## src/rtl/async_tx_pkg.sv

```systemverilog
package async_tx_pkg;

    typedef enum logic [2:0] {
        ST_IDLE   = 3'd0,
        ST_START  = 3'd1,
        ST_DATA   = 3'd2,
        ST_PARITY = 3'd3,
        ST_STOP   = 3'd4,
        ST_BREAK  = 3'd5
    } tx_state_e;

    localparam logic [2:0] PAR_ODD   = 3'd1;
    localparam logic [2:0] PAR_EVEN  = 3'd2;
    localparam logic [2:0] PAR_MARK  = 3'd3;
    localparam logic [2:0] PAR_SPACE = 3'd4;

endpackage

```

## src/rtl/async_tx_parity.sv

```systemverilog
module async_tx_parity #(
    parameter int DATA_W = 8,
    parameter int CODE_W = 3
) (
    input  logic [DATA_W-1:0] data,
    input  logic [CODE_W-1:0] len_code,
    input  logic [2:0]        mode,
    output logic              par_en,
    output logic              par_bit
);
    import async_tx_pkg::*;

    logic [DATA_W-1:0] used;

    // keep only the bits that belong to the character
    for (genvar g = 0; g < DATA_W; g++) begin : g_mask
        assign used[g] = (g <= int'(len_code)) ? data[g] : 1'b0;
    end

    always_comb begin
        par_en  = 1'b1;
        par_bit = 1'b0;
        unique case (mode)
            PAR_ODD:   par_bit = ~^used;
            PAR_EVEN:  par_bit = ^used;
            PAR_MARK:  par_bit = 1'b1;
            PAR_SPACE: par_bit = 1'b0;
            default:   par_en  = 1'b0;
        endcase
    end

endmodule

```

## src/rtl/async_tx_timer.sv

```systemverilog
module async_tx_timer #(
    parameter int CNT_W = 8
) (
    input  logic             clk,
    input  logic             rst_n,
    input  logic             tick,
    input  logic             clear,
    input  logic [CNT_W-1:0] limit,
    output logic             done
);
    logic [CNT_W-1:0] cnt_q;

    assign done = tick && !clear && (cnt_q == limit - CNT_W'(1));

    always_ff @(posedge clk or negedge rst_n) begin
        if (!rst_n) begin
            cnt_q <= '0;
        end else if (clear || done) begin
            cnt_q <= '0;
        end else if (tick) begin
            cnt_q <= cnt_q + CNT_W'(1);
        end
    end

endmodule

```

## src/rtl/async_tx_fsm.sv

```systemverilog
module async_tx_fsm #(
    parameter int DATA_W       = 8,
    parameter int CODE_W       = 3,
    parameter int OS_W         = 2,
    parameter int STOP_W       = 5,
    parameter int CNT_W        = 8,
    parameter int BASE_OS      = 16,
    parameter int STEPS        = 16,
    parameter int MAX_OS_SHIFT = 2
) (
    input  logic              clk,
    input  logic              rst_n,
    input  logic [DATA_W-1:0] in_data,
    input  logic              in_valid,
    input  logic              brk_req,
    input  logic [OS_W-1:0]   cfg_os_rate,
    input  logic [CODE_W-1:0] cfg_char_len,
    input  logic [STOP_W-1:0] cfg_stop_len,
    input  logic              par_en_in,
    input  logic              par_bit_in,
    input  logic              timer_done,
    output logic              timer_clear,
    output logic [CNT_W-1:0]  timer_limit,
    output logic              in_ready,
    output logic              txd,
    output logic              busy
);
    import async_tx_pkg::*;

    localparam int STEP_TICKS = BASE_OS / STEPS;

    tx_state_e         state_q, state_d;
    logic [DATA_W-1:0] shreg_q;
    logic [CODE_W-1:0] bit_idx_q;
    logic [CODE_W-1:0] len_q;
    logic [OS_W-1:0]   os_q;
    logic [STOP_W-1:0] stop_q;
    logic              par_en_q;
    logic              par_bit_q;
    logic [OS_W-1:0]   os_eff;
    logic              accept;
    logic [CNT_W-1:0]  bit_len;
    logic [CNT_W-1:0]  stop_len;

    assign os_eff = (int'(cfg_os_rate) > MAX_OS_SHIFT) ? OS_W'(MAX_OS_SHIFT) : cfg_os_rate;
    assign accept = (state_q == ST_IDLE) && !brk_req && in_valid;

    assign bit_len  = CNT_W'(BASE_OS) << os_q;
    assign stop_len = CNT_W'((CNT_W'(stop_q) + CNT_W'(1)) * (CNT_W'(STEP_TICKS) << os_q));

    // next state
    always_comb begin
        state_d = state_q;
        unique case (state_q)
            ST_IDLE: begin
                if (brk_req)       state_d = ST_BREAK;
                else if (in_valid) state_d = ST_START;
            end
            ST_START: begin
                if (timer_done) state_d = ST_DATA;
            end
            ST_DATA: begin
                if (timer_done && bit_idx_q == len_q)
                    state_d = par_en_q ? ST_PARITY : ST_STOP;
            end
            ST_PARITY: begin
                if (timer_done) state_d = ST_STOP;
            end
            ST_STOP: begin
                if (timer_done) state_d = brk_req ? ST_BREAK : ST_IDLE;
            end
            ST_BREAK: begin
                if (!brk_req) state_d = ST_IDLE;
            end
            default: state_d = ST_IDLE;
        endcase
    end

    // state register
    always_ff @(posedge clk or negedge rst_n) begin
        if (!rst_n) state_q <= ST_IDLE;
        else        state_q <= state_d;
    end

    // character datapath and configuration snapshot
    always_ff @(posedge clk or negedge rst_n) begin
        if (!rst_n) begin
            shreg_q   <= '0;
            bit_idx_q <= '0;
            len_q     <= '0;
            os_q      <= '0;
            stop_q    <= '0;
            par_en_q  <= 1'b0;
            par_bit_q <= 1'b0;
        end else if (accept) begin
            shreg_q   <= in_data;
            bit_idx_q <= '0;
            len_q     <= cfg_char_len;
            os_q      <= os_eff;
            stop_q    <= cfg_stop_len;
            par_en_q  <= par_en_in;
            par_bit_q <= par_bit_in;
        end else if (state_q == ST_DATA && timer_done) begin
            shreg_q   <= shreg_q >> 1;
            bit_idx_q <= bit_idx_q + CODE_W'(1);
        end
    end

    // outputs
    always_comb begin
        txd         = 1'b1;
        busy        = 1'b1;
        in_ready    = 1'b0;
        timer_clear = 1'b0;
        timer_limit = bit_len;
        unique case (state_q)
            ST_IDLE: begin
                busy        = 1'b0;
                in_ready    = !brk_req;
                timer_clear = 1'b1;
            end
            ST_START:  txd = 1'b0;
            ST_DATA:   txd = shreg_q[0];
            ST_PARITY: txd = par_bit_q;
            ST_STOP:   timer_limit = stop_len;
            ST_BREAK: begin
                txd         = 1'b0;
                timer_clear = 1'b1;
            end
            default: begin
                busy        = 1'b0;
                timer_clear = 1'b1;
            end
        endcase
    end

endmodule

```

## src/rtl/async_char_tx.sv

```systemverilog
module async_char_tx #(
    parameter int DATA_W       = 8,
    parameter int BASE_OS      = 16,
    parameter int STEPS        = 16,
    parameter int MAX_OS_SHIFT = 2
) (
    input  logic                        clk,
    input  logic                        rst_n,
    input  logic                        os_tick,
    input  logic [1:0]                  cfg_os_rate,
    input  logic [$clog2(DATA_W)-1:0]   cfg_char_len,
    input  logic [2:0]                  cfg_parity,
    input  logic [$clog2(2*STEPS)-1:0]  cfg_stop_len,
    input  logic                        brk_req,
    input  logic [DATA_W-1:0]           in_data,
    input  logic                        in_valid,
    output logic                        in_ready,
    output logic                        txd,
    output logic                        busy
);
    localparam int CODE_W = $clog2(DATA_W);
    localparam int STOP_W = $clog2(2 * STEPS);
    localparam int CNT_W  = $clog2(2 * BASE_OS * (1 << MAX_OS_SHIFT) + 1);

    logic             par_en;
    logic             par_bit;
    logic             t_done;
    logic             t_clear;
    logic [CNT_W-1:0] t_limit;

    async_tx_parity #(.DATA_W(DATA_W), .CODE_W(CODE_W)) u_parity (
        .data     (in_data),
        .len_code (cfg_char_len),
        .mode     (cfg_parity),
        .par_en   (par_en),
        .par_bit  (par_bit)
    );

    async_tx_timer #(.CNT_W(CNT_W)) u_timer (
        .clk   (clk),
        .rst_n (rst_n),
        .tick  (os_tick),
        .clear (t_clear),
        .limit (t_limit),
        .done  (t_done)
    );

    async_tx_fsm #(
        .DATA_W(DATA_W), .CODE_W(CODE_W), .OS_W(2), .STOP_W(STOP_W),
        .CNT_W(CNT_W), .BASE_OS(BASE_OS), .STEPS(STEPS), .MAX_OS_SHIFT(MAX_OS_SHIFT)
    ) u_fsm (
        .clk          (clk),
        .rst_n        (rst_n),
        .in_data      (in_data),
        .in_valid     (in_valid),
        .brk_req      (brk_req),
        .cfg_os_rate  (cfg_os_rate),
        .cfg_char_len (cfg_char_len),
        .cfg_stop_len (cfg_stop_len),
        .par_en_in    (par_en),
        .par_bit_in   (par_bit),
        .timer_done   (t_done),
        .timer_clear  (t_clear),
        .timer_limit  (t_limit),
        .in_ready     (in_ready),
        .txd          (txd),
        .busy         (busy)
    );

endmodule

```

## config.mk

```make
export PLATFORM = sky130hd
export DESIGN_NAME = async_char_tx
export DESIGN_NICKNAME = d
export VERILOG_FILES = /design/src/rtl/async_tx_pkg.sv /design/src/rtl/async_tx_parity.sv /design/src/rtl/async_tx_timer.sv /design/src/rtl/async_tx_fsm.sv /design/src/rtl/async_char_tx.sv
export SDC_FILE = /design/constraint.sdc
export NUM_CORES = 1
export LEC_CHECK = 0
export BUFFER_PORTS_ARGS = -buffer_cell sky130_fd_sc_hd__buf_2
export CORE_UTILIZATION = 50
export CTS_BUF_LIST = sky130_fd_sc_hd__clkbuf_2
export DETAILED_ROUTE_END_ITERATION = 10
export GPL_ROUTABILITY_DRIVEN = 1
export HOLD_SLACK_MARGIN = 0.03
export PLACE_DENSITY = 0.69
export SLEW_MARGIN = 0
export SYNTH_ARGS = -nofsm -noshare
export SYNTH_HDL_FRONTEND = slang
export SYNTH_SLANG_ARGS = --single-unit
```

## constraint.sdc

```tcl
create_clock -name clk -period 6.55 [get_ports clk]
set_clock_uncertainty 0.1 [all_clocks]
set_input_delay 0.9825 -clock clk [delete_from_list [all_inputs] [get_ports clk]]
set_output_delay 0.9825 -clock clk [all_outputs]
set_load 0.005 [all_outputs]
```

==> out/summary.txt, run 1 <==
Vias: 2308
Setup bufs post-CTS: 0
Combinational Power Share: 63.3%
Vias in the first global route: 2200
LEAKAGE: 1.54 nW
Worst slew margin: 41.7%
MaxCap Viol Count: 0
Routed wire length: 5.64 mm
Synth async-reset ratio: 100%
Initial drt markers: 109
Endpoints failing setup: 0
Post-cts gate resize count: 0
Measured slew at the worst slew-check pin: 0.872 ns
Hold Fails Final Rpt: 0
Port bufs: 28
Fillers: 547
GRT Util Overall: 20.7%
Post-synth top flop: dfrtp_1
Synth Register Bits: 34
Clk sinks: 34
Setup TNS: 0 ns
Max Clock Freq: 173 MHz
Clock period minus worst slack: 5.77 ns
Max Root-Sink Buffers: 2
Worst setup EP type: flop
CP required: 6.77 ns
Core Box Area: 5470 um2
Detail Route Antenna Nets: 0
Status: complete, but fails checks
Final period util: 88.1%
Yosys cell types: 52
H-tree Lvls: 2
RSZ-0062 raised after global routing: false
Io pins: 29
Die height: 77.2 um
Startpoint Class: flop
Syn-to-layout area delta: 6.37%
YS warnings: 0
Total gr overflow: 0
Die area: 5960 um2
CP arrival: 5.99 ns
Syn_area_per_cell: 8.37 um2
Seq/Total Area, Yosys: 30.1%
GP Congestion: 0.928
DP Worst Slack: 0.801 ns
Clock share of power: 7.0%
Worst-path fanout max: 14
Int Power: 0.000656 W
Met2 routed WL: 2.86 mm
Psw: 0.000605 W
Top Layer Used: met4
Post-synth top area share: 30.1%
CTS tree: yes
Worst hold slack: 0.415 ns
Seq pwr share: 29.7%
Worst-path clk slew: 0.16 ns
Setup WS post-layout: 0.781 ns
Cells after Synth: 338
Vias per inst: 5.42
Fin. max-slew vios: 0
Hold-fix buffers, CTS: 0
Initial Util: 51.7%
Nets: 406
WL met3: 118 um
Area leader, netlist: dfrtp_1
Worst min path class: flop to flop
Cell area after synthesis: 2830 um2
First-pass GRT wire length: 9.79 mm
Root buf cell: clkbuf_2
Syn_nets: 389
Wire per inst: 13.2 um
Worst-Skew Late Latency: 0.37 ns
Failing checks: design-rule violations
Power per cell area: 419 nW/um2
Top post-synthesis cells by area: dfrtp_1, nand2_1, ha_1
DP Wirelength: 4.40 mm
Multi-input gate area: 1850 um2
Initial antenna violation count: 0
Layout cells sized above 1: 11.6%
Detailed-route DRC error count: 1
Post-synth EDFFs: 0
Largest net degree at the start of global routing: 35
Chip Width: 77.2 um
WS Path Type: flop to flop
Total CTS buffers: 5
ANT cells: 0
WL met1: 2.58 mm
# rows: 27
Drt first pass iters: 7
VDD IR max: 182 uV
Sequential cell area: 851 um2
Switching Share: 48.0%
critical path, stage by stage, from the launching register on:
cell,delay (ns)
dfrtp_1,0.49
ha_1,0.22
nand3_1,0.09
xor2_1,0.18
nand2b_1,0.19
fa_1,0.53
inv_1,0.06
fa_1,0.51
fa_1,0.50
ha_1,0.34
a21o_1,0.17
a21oi_1,0.25
xnor3_1,0.36
o21bai_1,0.13
nand3_1,0.11
xnor2_1,0.17
or4_1,0.78
or4_1,0.48
nand2_1,0.07
power by group through the flow:
stage                      Clock, W  Sequential (W)  Combinational (W)
after global placement            0        0.000376           0.000787
after global routing       0.000102        0.000391           0.000901
final                     0.0000880        0.000374           0.000799
after floorplan                   0        0.000332           0.000689
after detailed placement          0        0.000379           0.000802
after CTS                 0.0000928        0.000374           0.000810
metrics by stage:
step / std cells / utilization (%) / power [W] / area [um2]
floorplan: 338 / - / 0.00102 / 2830
global placement: 420 / 54.4 / 0.00116 / 2980
detailed placement: 420 / 54.4 / 0.00118 / 2980
CTS: 426 / 55.0 / 0.00128 / 3010
global route: 426 / 55.0 / 0.00139 / 3010
finish: 426 / 55.0 / 0.00126 / 3010
final timing paths:
path / start / end / slack, ns / depth (start not counted)
min in group asynchronous: rst_n / u_timer.cnt_q[2]$_DFFE_PN0P_ / 0.54 / 1
min reg2reg: u_fsm.par_bit_q$_DFFE_PN0P_ / u_fsm.par_bit_q$_DFFE_PN0P_ / 0.41 / 2
max: u_fsm.stop_q[0]$_DFFE_PN0P_ / u_fsm.bit_idx_q[2]$_DFFE_PN0P_ / 0.78 / 18
max reg2reg: u_fsm.stop_q[0]$_DFFE_PN0P_ / u_fsm.bit_idx_q[2]$_DFFE_PN0P_ / 0.78 / 18
max in group asynchronous: rst_n / u_fsm.shreg_q[0]$_DFFE_PN0P_ / 5.32 / 1
min: u_fsm.par_bit_q$_DFFE_PN0P_ / u_fsm.par_bit_q$_DFFE_PN0P_ / 0.41 / 2
routing by layer:
metal | GRT usage, % | vias up
met5 | 0 | -
met4 | 6.23 | 0
met3 | 2.86 | 5
met2 | 36.7 | 36
met1 | 25.7 | 1092
li1 | - | 1175
placed cells by master (no fill, tap or decap), drive strengths merged, types with 2 or more instances in the layout:
cell type,count
xnor2,20
or2,2
and2,7
fa,8
a22o,2
or4,2
ha,17
a31oi,3
clkbuf,5
o21ai,15
xor2,16
dfrtp,34
a21oi,11
o211ai,2
mux2i,8
inv,14
nand2,58
nor2b,2
nand3,12
nor2,32
nand2b,8
nor3,12
and3,4
nand4,3
buf,28
a21o,6
nor4,4
layout make-up:
| type | instances | area share [%] |
|---|---|---|
| clock buffers | 5 | 0.832 |
| multi-input cells | 272 | 61.4 |
| clock inverters | 1 | 0.125 |
| well taps | 72 | 3.00 |
| repair buffers | 28 | 4.66 |
| inverters | 14 | 1.75 |
| flip-flops and latches | 34 | 28.3 |
registers in the layout, summed over array words and instances (netlist names):
name	flops
u_fsm.par_en_q	1
u_timer.cnt_q	8
u_fsm.len_q	3
u_fsm.os_q	2
u_fsm.state_q	3
u_fsm.par_bit_q	1
u_fsm.bit_idx_q	3
u_fsm.stop_q	5
u_fsm.shreg_q	8
cell usage after synthesis (all sizes together) (2+ instances only):
library cell	count
nand2	58
dfrtp	34
nor2	32
xnor2	20
ha	17
xor2	16
o21ai	15
inv	14
clkbuf	13
nand3	12
nor3	12
a21oi	11
fa	8
mux2i	8
nand2b	8
and2	7
a21o	6
buf	5
and3	4
nor4	4
a31oi	3
nand4	3
a22o	2
nor2b	2
o211ai	2
or2	2
or4	2
logic make-up (layout without fill, tap and decap cells):
family | Yosys count | in the layout | share of synthesized area, %
xor+xnor | 37 | 37 | 11.9
buf+inv | 32 | 48 | 4.65
simple gates | 150 | 150 | 25.2
fa+ha+maj | 25 | 25 | 13.2
compound gates | 51 | 51 | 11.7
flops | 34 | 34 | 30.1
mux | 9 | 9 | 3.23
(Power assumes the default switching activity.)
==> run 2, diff against run 1 <==
--- a/config.mk
+++ b/config.mk
@@ -6,12 +6,12 @@
 export NUM_CORES = 1
 export LEC_CHECK = 0
 export BUFFER_PORTS_ARGS = -buffer_cell sky130_fd_sc_hd__buf_2
-export CORE_UTILIZATION = 50
+export CAP_MARGIN = 10
+export CORE_UTILIZATION = 40
 export CTS_BUF_LIST = sky130_fd_sc_hd__clkbuf_2
 export DETAILED_ROUTE_END_ITERATION = 10
 export GPL_ROUTABILITY_DRIVEN = 1
 export HOLD_SLACK_MARGIN = 0.03
-export PLACE_DENSITY = 0.69
 export SLEW_MARGIN = 0
 export SYNTH_ARGS = -nofsm -noshare
 export SYNTH_HDL_FRONTEND = slang
==> run 2 against run 1 <==
Against the previous run:
- sequential share of layout area down 0.55 points
- sequential power about the same
- the flow now finishes without violations
- die area is 24% higher
==> out/summary.txt, run 2 (synthesis gave the netlist of run 1 again) <==
Status: finished clean
Worst hold path depth: 2
CP required: 6.79 ns
Chip Width: 86.1 um
ANT cells: 0
Port bufs: 28
CP arrival: 6.01 ns
Worst-Skew Late Latency: 0.39 ns
Vias in the first global route: 2197
CTS tree: yes
Routed wire length: 5.79 mm
Io pins: 29
Detailed-route DRC error count: 0
Total gr overflow: 0
Most used cell, CP: fa_1
Register-to-register setup slack: 0.78 ns
Power Total: 0.00131 W
Post-cts gate resize count: 0
Initial antenna violation count: 0
Final Non-Filler Cells: 451
Setup TNS: 0 ns
HP Start: u_fsm.par_bit_q$_DFFE_PN0P_
Vias: 2312
DP Wirelength: 4.43 mm
VDD IR max: 117 uV
Hold Fails Final Rpt: 0
Setup bufs post-CTS: 0
Fillers: 702
Power per cell area: 428 nW/um2
RR Startpoint: u_fsm.stop_q[0]$_DFFE_PN0P_
Worst setup EP type: flop
Die height: 86.1 um
Largest net degree at the start of global routing: 35
Max Clock Freq: 173 MHz
Fin. max-slew vios: 0
First-pass GRT wire length: 10.1 mm
Top delay family on crit path: adder cells
Layout cells sized above 1: 11.8%
Measured slew at the worst slew-check pin: 0.892 ns
Syn-to-layout area delta: 8.50%
Hold-fix buffers, CTS: 0
RR Endpoint: u_fsm.bit_idx_q[2]$_DFFE_PN0P_
Endpoints failing setup: 0
Drt first pass iters: 5
Total CTS buffers: 5
Nets: 406
Initial drt markers: 123
Die area: 7410 um2
Clock period minus worst slack: 5.77 ns
Detail Route Antenna Nets: 0
Critical-path top delay cell: or4_1
Slowest cell delay on critical path: 0.77 ns
Wire per inst: 12.8 um
Startpoint Class: flop
LEAKAGE: 1.56 nW
Worst-path clk slew: 0.18 ns
Initial Util: 41.6%
Crit path from: u_fsm.stop_q[0]$_DFFE_PN0P_
Clk sinks: 34
Vias per inst: 5.13
Critical path depth: 18
Worst min path class: flop to flop
H-tree Lvls: 2
# rows: 30
Most frequent cells in the layout: nand2_1, dfrtp_1, nor2_1
Worst slew margin: 40.4%
RSZ-0062 raised after global routing: false
Placed Cells: 444
Worst-path fanout max: 14
Fin util: 45.2%
Core Box Area: 6790 um2
Reg2reg path depth: 18
GP Congestion: 0.849
Root buf cell: clkbuf_2
Max Root-Sink Buffers: 2
Most common cell after layout, fill and taps aside: nand2_1
Post-DP Area: 3010 um2
Critical path cell sequence: ha_1 -> nand3_1 -> xor2_1 -> nand2b_1 -> fa_1 -> inv_1 -> fa_1 -> fa_1 -> ha_1 -> a21o_1 -> a21oi_1 -> xnor3_1 -> o21bai_1 -> nand3_1 -> xnor2_1 -> or4_1 -> or4_1 -> nand2_1
MaxCap Viol Count: 0
Biggest regs: u_fsm.shreg_q: 8 flops, u_timer.cnt_q: 8 flops, u_fsm.stop_q: 5 flops
WS Path Type: flop to flop
Final period util: 88.1%
Hold endpoint: u_fsm.par_bit_q$_DFFE_PN0P_
Post-route cell area: 3070 um2
GRT Util Overall: 17.2%
Worst path bufs/invs: 1
## run 2: changes by cell type in the layout (fill, tap and decap cells not counted), sizes merged
cell / previous run / this run
bufinv: 0 / 1
## run 2: final cells by class
cell class	instances	area, um2	area share (%)
clock buffer	5	25.0	0.816
clock inverter	2	33.8	1.10
multi-input combinational	272	1850	60.2
sequential	34	851	27.7
tap	96	120	3.92
timing repair buffer	28	140	4.57
inverter	14	52.6	1.71
## run 2: power by group
group | leakage [nW] | switching, W | total [W] | internal (W)
Combinational | 1.08 | 0.000451 | 0.000804 | 0.000354
Clock | 0.0365 | 0.0000709 | 0.000132 | 0.0000615
Sequential | 0.441 | 0.0000946 | 0.000376 | 0.000282
## run 2: worst min-delay path, cell delays in order (launching register included)
cell and delay, ns:
dfrtp_1 0.38, nand2_1 0.05, o31ai_1 0.05
## run 2: through the flow
| stage | hold slack [ns] | worst slack, ns |
|---|---|---|
| floorplan | 0.343 | 1.29 |
| global placement | 0.360 | 0.942 |
| detailed placement | 0.371 | 0.827 |
| CTS | 0.412 | 0.790 |
| global route | 0.431 | 0.462 |
| finish | 0.399 | 0.782 |
## run 2: worst max path at each step
| stage | slack, ns | endpoint |
|---|---|---|
| CTS | 0.79 | u_fsm.bit_idx_q[2]$_DFFE_PN0P_ |
| global placement | 0.94 | u_fsm.bit_idx_q[2]$_DFFE_PN0P_ |
| global route | 0.46 | u_fsm.bit_idx_q[2]$_DFFE_PN0P_ |
| floorplan | 1.29 | u_fsm.state_q[2]$_DFFE_PN0P_ |
| finish | 0.78 | u_fsm.bit_idx_q[2]$_DFFE_PN0P_ |
| detailed placement | 0.83 | u_fsm.bit_idx_q[2]$_DFFE_PN0P_ |
## run 2: routing by layer
metal | up-vias | wire (um) | GRT usage, %
met5 | - | 0 | 0
met4 | 0 | 58 | 4.09
met3 | 8 | 218 | 2.60
met2 | 47 | 2750 | 29.5
met1 | 1082 | 2760 | 22.8
li1 | 1175 | - | -
